===== config.mk =====
export PLATFORM = sky130hd
export DESIGN_NAME = pll_ratio_divider
export DESIGN_NICKNAME = d
export VERILOG_FILES = /design/src/rtl/pll_div_pkg.sv /design/src/rtl/pll_prescaler.sv /design/src/rtl/pll_prog_counter.sv /design/src/rtl/pll_mon_gate.sv /design/src/rtl/pll_ratio_divider.sv
export SDC_FILE = /design/constraint.sdc
export NUM_CORES = 1
export LEC_CHECK = 0
export ABC_AREA = 1
export ABC_CLOCK_PERIOD_IN_PS = 2500
export BUFFER_PORTS_ARGS = -buffer_cell sky130_fd_sc_hd__buf_2
export CAP_MARGIN = 0
export CORE_UTILIZATION = 35
export CTS_BUF_LIST = sky130_fd_sc_hd__clkbuf_16
export DETAILED_ROUTE_END_ITERATION = 16
export HOLD_SLACK_MARGIN = 0.06
export PLACE_DENSITY_LB_ADDON = 0.3
export SYNTH_ARGS = -nofsm -noshare
export SYNTH_HDL_FRONTEND = slang
export SYNTH_SLANG_ARGS = --single-unit

===== constraint.sdc =====
create_clock -name clk_i -period 2.5 [get_ports clk_i]
set_input_delay 0.5 -clock clk_i [delete_from_list [all_inputs] [get_ports clk_i]]
set_output_delay 0.5 -clock clk_i [all_outputs]
set_load 0.02 [all_outputs]

===== src/rtl/pll_div_pkg.sv =====
package pll_div_pkg;
  localparam int unsigned N_W_DEF     = 16;
  localparam int unsigned R_W_DEF     = 14;
  localparam int unsigned N_MIN_DEF   = 28;
  localparam int unsigned R_MIN_DEF   = 7;
  localparam int unsigned PRE_DIV_DEF = 4;
endpackage


===== src/rtl/pll_prescaler.sv =====
module pll_prescaler #(
  parameter int unsigned DIV = 4
) (
  input  logic clk_i,
  input  logic rst_ni,
  input  logic tick_i,
  input  logic bypass_i,
  output logic tick_o
);
  localparam int unsigned CW = (DIV > 1) ? $clog2(DIV) : 1;
  localparam logic [CW-1:0] LAST = CW'(DIV - 1);

  logic [CW-1:0] cnt_q;

  always_ff @(posedge clk_i or negedge rst_ni) begin
    if (!rst_ni)       cnt_q <= '0;
    else if (bypass_i) cnt_q <= '0;
    else if (tick_i)   cnt_q <= (cnt_q == LAST) ? '0 : cnt_q + 1'b1;
  end

  assign tick_o = bypass_i ? tick_i : (tick_i && (cnt_q == LAST));
endmodule


===== src/rtl/pll_prog_counter.sv =====
module pll_prog_counter #(
  parameter int unsigned W   = 16,
  parameter int unsigned MIN = 28
) (
  input  logic         clk_i,
  input  logic         rst_ni,
  input  logic         tick_i,
  input  logic [W-1:0] ratio_i,
  output logic         pulse_o
);
  localparam logic [W-1:0] MIN_V = W'(MIN);

  logic [W-1:0] ratio_eff;
  logic [W-1:0] cnt_q;
  logic         term;

  assign ratio_eff = (ratio_i < MIN_V) ? MIN_V : ratio_i;
  assign term      = (cnt_q == '0);

  // reload sampled only at terminal count
  always_ff @(posedge clk_i or negedge rst_ni) begin
    if (!rst_ni)     cnt_q <= '0;
    else if (tick_i) cnt_q <= term ? (ratio_eff - 1'b1) : (cnt_q - 1'b1);
  end

  always_ff @(posedge clk_i or negedge rst_ni) begin
    if (!rst_ni) pulse_o <= 1'b0;
    else         pulse_o <= tick_i && term;
  end
endmodule


===== src/rtl/pll_mon_gate.sv =====
module pll_mon_gate #(
  parameter int unsigned NCH = 2
) (
  input  logic [NCH-1:0] pulse_i,
  input  logic           gate_i,
  output logic [NCH-1:0] mon_o
);
  for (genvar g = 0; g < NCH; g++) begin : g_ch
    assign mon_o[g] = pulse_i[g] && !gate_i;
  end
endmodule


===== src/rtl/pll_ratio_divider.sv =====
module pll_ratio_divider #(
  parameter int unsigned N_W     = pll_div_pkg::N_W_DEF,
  parameter int unsigned R_W     = pll_div_pkg::R_W_DEF,
  parameter int unsigned N_MIN   = pll_div_pkg::N_MIN_DEF,
  parameter int unsigned R_MIN   = pll_div_pkg::R_MIN_DEF,
  parameter int unsigned PRE_DIV = pll_div_pkg::PRE_DIV_DEF
) (
  input  logic           clk_i,
  input  logic           rst_ni,
  input  logic           ref_tick_i,
  input  logic           vco_tick_i,
  input  logic [N_W-1:0] n_val_i,
  input  logic [R_W-1:0] r_val_i,
  input  logic           pre_bypass_i,
  input  logic           mon_gate_i,
  output logic           fr_pulse_o,
  output logic           fn_pulse_o,
  output logic           fr_mon_o,
  output logic           fn_mon_o
);
  logic       ref_pre_tick;
  logic [1:0] mon;

  pll_prescaler #(.DIV(PRE_DIV)) u_pre (
    .clk_i   (clk_i),
    .rst_ni  (rst_ni),
    .tick_i  (ref_tick_i),
    .bypass_i(pre_bypass_i),
    .tick_o  (ref_pre_tick)
  );

  pll_prog_counter #(.W(R_W), .MIN(R_MIN)) u_ref_cnt (
    .clk_i  (clk_i),
    .rst_ni (rst_ni),
    .tick_i (ref_pre_tick),
    .ratio_i(r_val_i),
    .pulse_o(fr_pulse_o)
  );

  pll_prog_counter #(.W(N_W), .MIN(N_MIN)) u_fb_cnt (
    .clk_i  (clk_i),
    .rst_ni (rst_ni),
    .tick_i (vco_tick_i),
    .ratio_i(n_val_i),
    .pulse_o(fn_pulse_o)
  );

  pll_mon_gate #(.NCH(2)) u_gate (
    .pulse_i({fn_pulse_o, fr_pulse_o}),
    .gate_i (mon_gate_i),
    .mon_o  (mon)
  );

  assign fr_mon_o = mon[0];
  assign fn_mon_o = mon[1];
endmodule


==> flow_summary.toml, run 1 <==
[worst_setup_path]
arrival_ns = 2.40
path_class = "flip-flop to flip-flop"
cp-end-kind = "flip-flop"
required_ns = 2.67
cp_max_fo = 8
critical_path.startpoint_type = "flip-flop"

[sta]
skew_ns = 0.00478
worst_pin_slew_ns = 0.796
max_freq_mhz = 448
setup_violations = 0
fin_setup_tns_ns = 0
maxSlewViolCount = 0
period_minus_slack_ns = 2.23
post-route-period-util = 0.893
slew_headroom = 0.469
final_hold_viol_count = 0
rsz0062_at_grt = "no"

[clock_network]
root_buffer = "clkbuf_16"
cts_tree = "yes"
htreeDepth = 2
cts_resized = 0
cts.sinks = 34
cts_buffers = 5
clkLatencyLatePin_ns = 0.28
path_clk_slew_ns = 0.06
clockBufferDepth = 2

[global_routing]
met2_usage = 0.306
antenna_found_initial = 0
grt_usage = 0.180
grt.met1_usage = 0.241
top_usage_layer = "met2"
grt_pass1_vias = 2689
grt_pass1_wl_microns = 12000
grtUsageMet3 = 0.0251
grt.overflow.total = 0
grt_max_degree = 35

[logic_synthesis]
syn_area_sq_um = 2800
synth.avg_cell_area_sq_um = 6.07
synth-seq-cells = 34
synth_cell_types = 29
ys_seq_area_frac = 0.304
netlist_instances = 461
synth_warnings = 0
synth_fp_nets = 500

[die]
io_pins = 40
die-area_sq_um = 8350
die_y_microns = 91.4
die_w_microns = 91.4
initial_core_util = 0.362
coreArea_sq_um = 7730
rows = 32

[pwr]
p_int_mw = 1.54
p_sw_mw = 1.31
powerDensity_nw_per_um2 = 871
power_mw = 2.85
sequentialPowerShare = 0.292
sw_frac_of_total = 0.459
leakage_nw = 1.83
peakVddDrop_mv = 0.337
power_frac_comb = 0.493
pwr-share-clk = 0.215

[detailed_routing]
drt_iter0_markers = 155
drc_errors = 0
detail-route-antenna-nets = 0
vias_per_cell = 4.68
vias = 2852
wl_microns = 7090
wire_per_inst_microns = 11.6
drtPass1Iterations = 4

[finish]
postLayoutCoreUtil = 0.423
diodes = 0
drive_gt1_frac = 0.160
area_growth_pct = 16.8
fin_nets = 545

[placement]
dp_hpwl_microns = 5610
place.gp.congestion = 0.883
portBuffers = 39

[hold_path]
worstHoldPathType = "input pin to async pin"

[run]
cap_violations = 0

[run_status]
status = "completed"
-- final cells by class --
cell class              count  area, sq um
clock buffers               5          125
flip-flops and latches     34          851
inverters                  72          272
multi-input cells         347         1630
clock inverters             3         20.0
well taps                 102          128
repair buffers             46          248
fillers                   836         4460
-- worst paths after layout --
kind                                           startpoint                              to  slack (ns)  cells after the start
max                        u_fb_cnt.cnt_q[13]$_DFFE_PN0P_   u_fb_cnt.cnt_q[8]$_DFFE_PN0P_        0.27                     13
min                                                rst_ni  u_ref_cnt.cnt_q[3]$_DFFE_PN0P_        0.31                      1
max reg2reg                u_fb_cnt.cnt_q[13]$_DFFE_PN0P_   u_fb_cnt.cnt_q[8]$_DFFE_PN0P_        0.27                     13
min reg2reg                u_ref_cnt.cnt_q[7]$_DFFE_PN0P_  u_ref_cnt.cnt_q[7]$_DFFE_PN0P_        0.48                      2
max in group asynchronous                          rst_ni      u_pre.cnt_q[0]$_DFFE_PN0P_        1.68                      1
min in group clk_i         u_ref_cnt.cnt_q[7]$_DFFE_PN0P_  u_ref_cnt.cnt_q[7]$_DFFE_PN0P_        0.48                      2
-- through the flow --
step / cells / area (sq um) / worst slack [ns] / hold WS, ns
after global routing: 609 / 3270 / 0.0406 / 0.367
final: 609 / 3270 / 0.268 / 0.306
after CTS: 608 / 3260 / 0.199 / 0.342
after floorplan: 461 / 2800 / 0.514 / 0.204
after detailed placement: 600 / 3120 / 0.0869 / 0.475
after global placement: 600 / 3120 / 0.148 / 0.468
-- placed cells by master (no fill, tap or decap), drive strengths merged --
cell type / instances
a31oi: 3
xnor2: 2
clkinvlp: 1
clkinv: 2
nand3b: 5
nand2: 153
ha: 3
dfrtp: 34
o21ai: 25
inv: 72
buf: 46
nor2: 75
nand4: 6
nand3: 65
a21oi: 7
or2: 1
clkbuf: 5
nor3: 2
-- state kept, by name (all words and copies together) (netlist names) --
signal             flops
u_ref_cnt.cnt_q       14
u_pre.cnt_q            2
u_fb_cnt.cnt_q        16
u_ref_cnt.pulse_o      1
u_fb_cnt.pulse_o       1
-- metal layers --
metal  wire, microns  vias up
li1                -     1533
met1            3500     1271
met2            3260       42
met3             255        6
met4              78        0
met5               0        -
-- synth_stat cells --
master | instances | area [sq um]
a21oi_1 | 6 | 30.0
a21oi_2 | 1 | 8.76
a31oi_1 | 3 | 18.8
buf_2 | 1 | 5.00
buf_4 | 1 | 7.51
buf_6 | 2 | 22.5
clkbuf_1 | 4 | 15.0
clkinv_2 | 1 | 5.00
dfrtp_1 | 34 | 851
ha_1 | 3 | 37.5
inv_1 | 70 | 263
inv_2 | 1 | 3.75
nand2_1 | 147 | 552
nand2_2 | 5 | 31.3
nand2_4 | 1 | 11.3
nand3_1 | 62 | 310
nand3_2 | 3 | 30.0
nand3b_1 | 5 | 37.5
nand4_1 | 6 | 37.5
nor2_1 | 64 | 240
nor2_2 | 5 | 31.3
nor2_4 | 6 | 67.6
nor3_1 | 2 | 10.0
o21ai_0 | 14 | 70.1
o21ai_1 | 7 | 35.0
o21ai_2 | 3 | 26.3
o21ai_4 | 1 | 16.3
or2_2 | 1 | 6.26
xnor2_1 | 2 | 17.5
-- logic make-up after synthesis --
family | count (synthesis) | synth area share
AOI/OAI and AO/OA | 35 | 0.0733
xor gates and xnor gates | 2 | 0.00626
adders and majority gates | 3 | 0.0134
buffers and inverters | 80 | 0.115
DFF | 34 | 0.304
and+or+nand+nor | 307 | 0.488
-- worst max-delay path: stages, from the launching register on --
cell,delay (ns)
dfrtp_1,0.40
nor2_1,0.12
nand2_1,0.10
nor2_4,0.15
nand2_4,0.09
clkinv_2,0.12
nand2_1,0.07
nand2_1,0.11
ha_1,0.22
nand3_1,0.13
nor2_2,0.28
nand2_1,0.12
nor3_1,0.15
nor2_1,0.07
-- power by group through the flow --
stage	Combinational [mW]	Clock (mW)	Sequential, mW
after global placement	1.37	0	0.839
after global routing	1.60	0.662	0.852
final	1.40	0.612	0.833
after CTS	1.40	0.628	0.834
after detailed placement	1.39	0	0.842
after floorplan	1.09	0	0.808
-- repair_timing --
item	CTS	global route
endpoints found under the setup margin	0	1
hold buffers	0	0
buffers inserted	0	1
Note: power is estimated with default switching activity, not from simulation.
==> run 2, diff against run 1 <==
- SLEW_MARGIN: default -> 20
- SYNTH_HIERARCHICAL: default -> 1
==> run 2 against run 1 <==
  * Sequential share of layout area fell by 1.0 points
  * Core utilization decreased by 0.68 points
  * Non-clock buffer count rose by 1
  * Die area increased by 4.6%
  * Area after synthesis rose by 4.7%
  * Critical endpoint is now u_fb_cnt/cnt_q[10]$_DFFE_PN0P_
  * Setup slack lost 0.020 ns
  * Register-to-register slack lost 0.02 ns
  * Critical path type unchanged
==> flow_summary.toml, run 2 <==
[clock_network]
cts_tree = "yes"
path_clk_slew_ns = 0.05
postCtsHoldBufs = 0
clkLatencyLatePin_ns = 0.27
htreeDepth = 2
cts.sinks = 34
root_buffer = "clkbuf_16"
clockBufferDepth = 2
cts_buffers = 5

[worst_setup_path]
cp_max_fo = 6
crit_chain = "nor2_2 > nand2_1 > nor2_4 > nand2_2 > inv_2 > nand2_1 > nand2_1 > ha_1 > inv_1 > nor2_2 > nand2_1 > inv_2 > nand3_1 > nand2_1 > nand2_1 > nand2_1 > nand2_1"
path_delay_family = "simple AND/OR/NAND/NOR gates"
required_ns = 2.67
crit_start = "u_fb_cnt/cnt_q[13]$_DFFE_PN0P_"
critPathMaxStageDelay_ns = 0.41
path_class = "flip-flop to flip-flop"
rr_startpoint = "u_fb_cnt/cnt_q[13]$_DFFE_PN0P_"
cp.buffers_inverters = 3
cp-end-kind = "flip-flop"
path_common_cell = "nand2_1"
critical_path.startpoint_type = "flip-flop"
arrival_ns = 2.42
crit_path_top_delay_cell = "dfrtp_1"

[finish]
drive_gt1_frac = 0.213
regMostFlops = "u_fb_cnt/cnt_q"
final_cell_mix = "nand2_1, nor2_1, inv_1"
register_area_sq_um = 851
largest_reg_flops = 16
fin_nets = 561
mostFrequentLayoutCell = "nand2_1"
diodes = 0
fill_cells = 881
area_growth_pct = 16.1
multi_input_area_sq_um = 1770
reg.largest.list = "u_fb_cnt/cnt_q x16, u_ref_cnt/cnt_q x14, u_pre/cnt_q x2"

[placement]
portBuffers = 39
dp_hpwl_microns = 5700
place.gp.congestion = 0.918

[sta]
period_minus_slack_ns = 2.25
maxSlewViolCount = 0
rsz0062_at_grt = "no"
worst_pin_slew_ns = 0.774
skew_ns = 0.00275
setup_violations = 0
slew_headroom = 0.484
max_freq_mhz = 444
fin_setup_tns_ns = 0
final_hold_viol_count = 0
post-route-period-util = 0.901

[logic_synthesis]
synth-seq-cells = 34
synth_flop_cell = "dfrtp_1"
yosysTopAreaCell = "dfrtp_1"
async_flop_share = 1.00
synth_commonest_cells = "nand2_1, nor2_1, inv_1, nand3_1, dfrtp_1"
synth.avg_cell_area_sq_um = 6.15
synth_warnings = 6
synth_fp_nets = 515
synth_edf_count = 0
syn_area_sq_um = 2930
synth_top_area_frac = 0.290
netlist_instances = 476
synthTopCellsByArea = "dfrtp_1, nand2_1, nor2_1, inv_1, nand3_1"
synthMostInstantiatedCell = "nand2_1"
ys_seq_area_frac = 0.290
synth_cell_types = 35

[pwr]
pwr-share-clk = 0.185
sw_frac_of_total = 0.477
sequentialPowerShare = 0.272
p_int_mw = 1.65
power_mw = 3.15
p_sw_mw = 1.50
peakVddDrop_mv = 0.452
powerDensity_nw_per_um2 = 926
leakage_nw = 1.90
power_frac_comb = 0.543

[die]
die_y_microns = 93.5
initial_core_util = 0.358
coreArea_sq_um = 8180
rows = 33
die-area_sq_um = 8740
io_pins = 40
die_w_microns = 93.5

[detailed_routing]
wire_per_inst_microns = 11.5
drc_errors = 0
dr_wl_met3_microns = 248
vias = 2936
routed.top_layer = "met4"
drt_iter0_markers = 87
wl_met1_microns = 3340
detail-route-antenna-nets = 0
wl_microns = 7180
met2_length_microns = 3470
vias_per_cell = 4.68
drtPass1Iterations = 4

[global_routing]
antenna_found_initial = 0
grt_usage = 0.180
grt_pass1_vias = 2835
grt_max_degree = 35
grt_pass1_wl_microns = 12400
grt.overflow.total = 0

[run_status]
status = "completed"

[run]
cap_violations = 0

[hold_path]
worstHoldPathType = "input pin to async pin"
## run 2: path summary, 6_finish.rpt
| path | slack (ns) | depth (start not counted) | endpoint |
|---|---|---|---|
| worst min-delay path | 0.30 | 1 | u_ref_cnt/cnt_q[0]$_DFFE_PN0P_ |
| min in group clk_i | 0.49 | 2 | u_pre/cnt_q[1]$_DFFE_PN0P_ |
| worst min register to register | 0.49 | 2 | u_pre/cnt_q[1]$_DFFE_PN0P_ |
| worst max-delay path | 0.25 | 17 | u_fb_cnt/cnt_q[10]$_DFFE_PN0P_ |
| worst max register to register | 0.25 | 17 | u_fb_cnt/cnt_q[10]$_DFFE_PN0P_ |
| max in group asynchronous | 1.70 | 1 | u_ref_cnt/cnt_q[10]$_DFFE_PN0P_ |
## run 2: routing by layer
layer | vias up | GRT usage
li1 | 1558 | -
met1 | 1314 | 0.216
met2 | 52 | 0.321
met3 | 12 | 0.0341
met4 | 0 | 0.0590
met5 | - | 0
## run 2: area by class of cell
type / count / share of cell area
timing repair buffer: 47 / 0.0750
inverter: 69 / 0.0761
clock inverter: 2 / 0.00294
multi-input combinational: 365 / 0.520
clock buffer: 5 / 0.0368
sequential: 34 / 0.250
tap: 105 / 0.0386
## run 2: power groups by stage
stage               Combinational (mW)  Sequential, mW  Clock [mW]
finish                            1.71           0.858       0.583
CTS                               1.68           0.854       0.605
floorplan                         1.35           0.827           0
global route                      1.95           0.881       0.628
detailed placement                1.67           0.859           0
global placement                  1.66           0.858           0
## run 2: cells by family after synthesis
kind of cell             Yosys count  synth area share
AO/OA/AOI/OAI                     31            0.0666
XOR/XNOR                           1           0.00299
adder cells (fa/ha/maj)            3            0.0128
buffers and inverters             77             0.109
flip-flops                        34             0.290
AND/OR/NAND/NOR                  330             0.519
## run 2: repair_timing
item / in CTS / in global routing
gates resized for setup: 0 / 4
endpoints found under the hold margin: 0 / 0
setup endpoints to repair: 0 / 5
setup buffers: 0 / 0
## run 2: per-stage QoR
| stage | setup slack [ns] | util | cell area [sq um] | cells | hold WS [ns] |
|---|---|---|---|---|---|
| floorplan | 0.440 | - | 2930 | 476 | 0.204 |
| global placement | 0.107 | 0.398 | 3260 | 620 | 0.470 |
| detailed placement | 0.0361 | 0.398 | 3260 | 620 | 0.477 |
| CTS | 0.0775 | 0.415 | 3390 | 627 | 0.336 |
| global route | 0.00567 | 0.416 | 3400 | 627 | 0.389 |
| finish | 0.248 | 0.416 | 3400 | 627 | 0.300 |
